`src/rtl/ldec_pkg.sv`:
```
package ldec_pkg;
  localparam int unsigned DEF_ADDR_W = 4;

  typedef enum logic {
    SEL_HELD = 1'b0,
    SEL_LIVE = 1'b1
  } sel_src_e;
endpackage

```
`src/rtl/ldec_addr_hold.sv`:
```
module ldec_addr_hold #(
  parameter int unsigned ADDR_W = ldec_pkg::DEF_ADDR_W
) (
  input  logic              clk_i,
  input  logic              rst_ni,
  input  logic [ADDR_W-1:0] addr_i,
  input  logic              open_i,
  output logic [ADDR_W-1:0] held_o,
  output logic [ADDR_W-1:0] sel_o
);
  import ldec_pkg::*;

  sel_src_e src;

  always_ff @(posedge clk_i or negedge rst_ni) begin
    if (!rst_ni)     held_o <= '0;
    else if (open_i) held_o <= addr_i;
  end

  assign src = open_i ? SEL_LIVE : SEL_HELD;

  // transparent path while open, frozen value while closed
  always_comb begin
    unique case (src)
      SEL_LIVE: sel_o = addr_i;
      default:  sel_o = held_o;
    endcase
  end
endmodule

```
`src/rtl/ldec_onehot.sv`:
```
module ldec_onehot #(
  parameter int unsigned ADDR_W = ldec_pkg::DEF_ADDR_W,
  localparam int unsigned N_OUT = 1 << ADDR_W
) (
  input  logic [ADDR_W-1:0] sel_i,
  output logic [N_OUT-1:0]  hot_o
);
  for (genvar k = 0; k < N_OUT; k++) begin : g_line
    assign hot_o[k] = (sel_i == ADDR_W'(k));
  end
endmodule

```
`src/rtl/ldec_gate.sv`:
```
module ldec_gate #(
  parameter int unsigned N_OUT = 16
) (
  input  logic [N_OUT-1:0] hot_i,
  input  logic             en_ni,
  output logic [N_OUT-1:0] out_no
);
  for (genvar k = 0; k < N_OUT; k++) begin : g_bit
    assign out_no[k] = en_ni | ~hot_i[k];
  end
endmodule

```
`src/rtl/latched_decoder.sv`:
```
module latched_decoder #(
  parameter int unsigned ADDR_W = ldec_pkg::DEF_ADDR_W,
  localparam int unsigned N_OUT = 1 << ADDR_W
) (
  input  logic              clk_i,
  input  logic              rst_ni,
  input  logic [ADDR_W-1:0] addr_i,
  input  logic              latch_en_i,
  input  logic              en_ni,
  output logic [N_OUT-1:0]  out_no
);
  logic [ADDR_W-1:0] held_addr;
  logic [ADDR_W-1:0] sel_addr;
  logic [N_OUT-1:0]  hot;

  ldec_addr_hold #(.ADDR_W(ADDR_W)) u_hold (
    .clk_i  (clk_i),
    .rst_ni (rst_ni),
    .addr_i (addr_i),
    .open_i (latch_en_i),
    .held_o (held_addr),
    .sel_o  (sel_addr)
  );

  ldec_onehot #(.ADDR_W(ADDR_W)) u_dec (
    .sel_i (sel_addr),
    .hot_o (hot)
  );

  ldec_gate #(.N_OUT(N_OUT)) u_gate (
    .hot_i  (hot),
    .en_ni  (en_ni),
    .out_no (out_no)
  );
endmodule

```
`config.mk`:
```
export PLATFORM = sky130hd
export DESIGN_NAME = latched_decoder
export DESIGN_NICKNAME = d
export VERILOG_FILES = /design/src/rtl/ldec_pkg.sv /design/src/rtl/ldec_addr_hold.sv /design/src/rtl/ldec_onehot.sv /design/src/rtl/ldec_gate.sv /design/src/rtl/latched_decoder.sv
export SDC_FILE = /design/constraint.sdc
export NUM_CORES = 1
export LEC_CHECK = 0
export BUFFER_PORTS_ARGS = -buffer_cell sky130_fd_sc_hd__buf_2
export CORE_AREA = 2 2 39 41
export CTS_BUF_LIST = sky130_fd_sc_hd__clkbuf_8 sky130_fd_sc_hd__clkbuf_16
export DETAILED_ROUTE_END_ITERATION = 12
export DIE_AREA = 0 0 41 43
export GPL_ROUTABILITY_DRIVEN = 0
export SKIP_LAST_GASP = 1
export SLEW_MARGIN = 10
export SYNTH_ARGS = -nofsm -noshare
export SYNTH_HDL_FRONTEND = slang
export SYNTH_SLANG_ARGS = --single-unit
```
`constraint.sdc`:
```
create_clock -name clk_i -period 0.85 [get_ports clk_i]
set_input_delay 0 -clock clk_i [delete_from_list [all_inputs] [get_ports clk_i]]
set_output_delay 0 -clock clk_i [all_outputs]
set_load 0.1 [all_outputs]
```
==> impl_metrics.env <==
export IMPL_outcome="finished, violations left"
export IMPL_violations="negative setup slack"
export IMPL_clock_tree_root_cell="sky130_fd_sc_hd__clkbuf_8"
export IMPL_r2r_cells=4
export IMPL_crit_path_cell_trace="buf_6, o31ai_4, buf_6, buf_6, nand2_4, buf_12"
export IMPL_grt_start_max_net_pins=6
export IMPL_fillers=37
export IMPL_worst_r2r_setup_slack_ns=-0.21
export IMPL_timing_rr_start="u_hold.held_o[1]$_DFFE_PN0P_"
export IMPL_timing_critical_path_mode_cell="sky130_fd_sc_hd__buf_6"
export IMPL_place_hpwl_mm=1.09
export IMPL_criticalPathCategory="reg2out"
export IMPL_power_density_cell_area_mw_per_mm2=1120
export IMPL_grt_use_total_pct=21.9
export IMPL_largestRegisters="u_hold.held_o x4"
export IMPL_diodes=0
export IMPL_drc_violations_left=0
export IMPL_grt_antenna_before_repair=0
export IMPL_insertion_delay_ns=0.21
export IMPL_critPathSlowestCell="sky130_fd_sc_hd__dfrtp_1"
export IMPL_synth_warnings=0
export IMPL_critPathMaxStageDelay_ns=0.45
export IMPL_startpoint_type="flip-flop"
export IMPL_design_portCount=24
export IMPL_unrepaired_setup_endpoints_after_global_routing="yes"
export IMPL_min_delay_path_class="in2async"
export IMPL_report_final_slew_viol_count=0
export IMPL_mapped_avg_cell_area_sq_um=8.28
export IMPL_top_area_cell_type_share_of_the_netlist_area_pct=28.8
export IMPL_path_max_fanout=3
export IMPL_first_pass_grt_wire_length_mm=2.62
export IMPL_totalNegativeSetupSlack_ns=-10.31
export IMPL_via_count_of_the_first_global_routing_pass=608
export IMPL_finalPower_mw=1.45
export IMPL_netlist_instances=42
export IMPL_leakage_power_nw=0.695
export IMPL_share_of_synthesized_area_occupied_by_flip_flops_and_latches_pct=28.8
export IMPL_numClockSinks=4
export IMPL_detailedPlace_worstSlack_ns=-0.617
export IMPL_maxCapViolCount=0
export IMPL_final_hold_violations=0
export IMPL_netlist_top_cells_area="sky130_fd_sc_hd__dfrtp_1, sky130_fd_sc_hd__nand2_1, sky130_fd_sc_hd__mux2i_4"
export IMPL_die_height_microns=43
export IMPL_top_register="u_hold.held_o"
export IMPL_startpoint="u_hold.held_o[3]$_DFFE_PN0P_"
export IMPL_least_margin_pin_slew_ns=0.265
export IMPL_drive_gt1_share_pct=87.1
export IMPL_grt_remaining_overflow=0
export IMPL_core_sq_mm=0.00138
export IMPL_initial_utilization_pct=25.1
export IMPL_wl_mm=2.34
export IMPL_syn2layout_area_growth_pct=273
export IMPL_layout_min_cycle_time_ns=1.53
export IMPL_largest_register_ff_count=4
export IMPL_port_buffer_count=23
export IMPL_numCtsBuffers=3
export IMPL_clockBufferDepth=2
export IMPL_design_die_area_sq_mm=0.00176
export IMPL_fmaxAchievable_mhz=654
export IMPL_routed_via_count=593
export IMPL_irDropWorstVdd_v=0.00161
export IMPL_synth_largest_area_cell="sky130_fd_sc_hd__dfrtp_1"
export IMPL_path_clk_slew_ns=0.03
export IMPL_postRouteAntennaNets=0
export IMPL_drtPass1Iterations=4
export IMPL_htree_levels=1
export IMPL_die_x_microns=41
export IMPL_worstPathRequired_ns=0.85
export IMPL_initialDrtViolationCount=14
export IMPL_cts_tree="built"
export IMPL_route_detailed_wl_per_inst_microns=20.0
export IMPL_final_util_pct=93.8
export IMPL_ys_ff_latch=4
export IMPL_timing_final_crit_share_pct=180
export IMPL_vias_per_cell=5.07
export IMPL_fin_skew_ns=0
export IMPL_syn_num_nets=50
export IMPL_worstSetupEndpointType="output pin"
export IMPL_synth_distinct_cells=17
export IMPL_mapped_cell_area_sq_um=348
export IMPL_placementRows=14
export IMPL_finalWorstSetupSlack_ns=-0.678
export IMPL_setup_viols_final=19
export IMPL_design_final_nets=111
export IMPL_slew_limit_headroom_pct=82.3
export IMPL_cp_arrival_ns=1.53
-- placed cells by master (no fill, tap or decap) --
master                          instances
sky130_fd_sc_hd__o21ai_0                1
sky130_fd_sc_hd__buf_12                17
sky130_fd_sc_hd__buf_6                 13
sky130_fd_sc_hd__buf_2                  7
sky130_fd_sc_hd__dfrtp_1                4
sky130_fd_sc_hd__inv_1                  1
sky130_fd_sc_hd__nand3b_1               1
sky130_fd_sc_hd__mux2i_4                2
sky130_fd_sc_hd__nand2_1                3
sky130_fd_sc_hd__nand3_1                1
sky130_fd_sc_hd__o22ai_2                1
sky130_fd_sc_hd__buf_4                 19
sky130_fd_sc_hd__or4b_1                 1
sky130_fd_sc_hd__clkbuf_8               3
sky130_fd_sc_hd__nor3_4                 4
sky130_fd_sc_hd__o31ai_4                1
sky130_fd_sc_hd__o21ai_4                1
sky130_fd_sc_hd__o41ai_4                1
sky130_fd_sc_hd__nand3_4                4
sky130_fd_sc_hd__dlygate4sd3_1          1
sky130_fd_sc_hd__nand2_4               12
sky130_fd_sc_hd__inv_4                  2
sky130_fd_sc_hd__nand2b_4               1
-- metrics by stage --
stage	std cells	hold slack, ns	area (sq um)
after global placement	102	-0.195	920
after detailed placement	102	-0.193	920
after floorplan	42	-0.296	543
after global routing	117	0.177	1300
after CTS	115	0.121	1250
final	117	0.156	1300
-- where the power goes --
| group | total (mW) | switching, mW | internal [mW] | leakage, nW |
|---|---|---|---|---|
| combinational | 0.829 | 0.464 | 0.365 | 0.626 |
| clock | 0.391 | 0.0903 | 0.301 | 0.0216 |
| sequential | 0.234 | 0.0239 | 0.210 | 0.0477 |
-- worst max-delay path: cells and delay by family (launching register included) --
family / cells / cell delay (ns)
buffers and inverters: 4 / 0.59
DFF: 1 / 0.45
AOI/OAI and AO/OA: 1 / 0.23
and+or+nand+nor: 1 / 0.05
-- area by class of cell --
type | instances | area, sq um | share of cell area (%)
Clock buffer | 3 | 41.3 | 3.18
Sequential cell | 4 | 100 | 7.71
Timing Repair Buffer | 57 | 674 | 52.0
Tap cell | 16 | 20.0 | 1.54
Multi-Input combinational cell | 34 | 445 | 34.3
Inverter | 3 | 16.3 | 1.25
-- cells by family after synthesis --
kind of cell	share of synthesized area (%)
simple gates	40.3
compound gates	11.5
flops	28.8
buf+inv	6.47
mux	12.9
-- what timing repair did --
item | CTS | global route
buffers inserted | 10 | 4
hold buffers | 1 | 0
hold endpoints to repair | 4 | 0
gates resized for setup | 54 | 9
pin swaps | 8 | 4
setup endpoints to repair | 18 | 19
-- path summary, 6_finish.rpt --
path                                                 to
setup / recovery                              out_no[7]
hold / removal             u_hold.held_o[1]$_DFFE_PN0P_
setup reg to reg           u_hold.held_o[1]$_DFFE_PN0P_
hold reg to reg            u_hold.held_o[3]$_DFFE_PN0P_
max in group asynchronous  u_hold.held_o[2]$_DFFE_PN0P_
min in group clk_i         u_hold.held_o[3]$_DFFE_PN0P_
-- cells in the mapped netlist --
cell type,count
sky130_fd_sc_hd__buf_6,1
sky130_fd_sc_hd__dfrtp_1,4
sky130_fd_sc_hd__inv_1,1
sky130_fd_sc_hd__inv_2,2
sky130_fd_sc_hd__mux2i_4,2
sky130_fd_sc_hd__nand2_1,15
sky130_fd_sc_hd__nand2b_1,1
sky130_fd_sc_hd__nand3_1,5
sky130_fd_sc_hd__nand3b_1,1
sky130_fd_sc_hd__nor3_1,1
sky130_fd_sc_hd__nor3_2,3
sky130_fd_sc_hd__o21ai_0,1
sky130_fd_sc_hd__o21ai_1,1
sky130_fd_sc_hd__o22ai_1,1
sky130_fd_sc_hd__o31ai_1,1
sky130_fd_sc_hd__o41ai_2,1
sky130_fd_sc_hd__or4b_1,1
-- per-layer routing --
metal / routed length [microns] / track usage, % / vias up / part of all wire, %
li1: - / - / 268 / -
met1: 955 / 25.4 / 292 / 41
met2: 1220 / 35.9 / 27 / 52
met3: 106 / 5.76 / 6 / 4.5
met4: 59 / 8.67 / 0 / 2.5
met5: 0 / 0 / - / 0
Power figures use the tool's default switching activity.
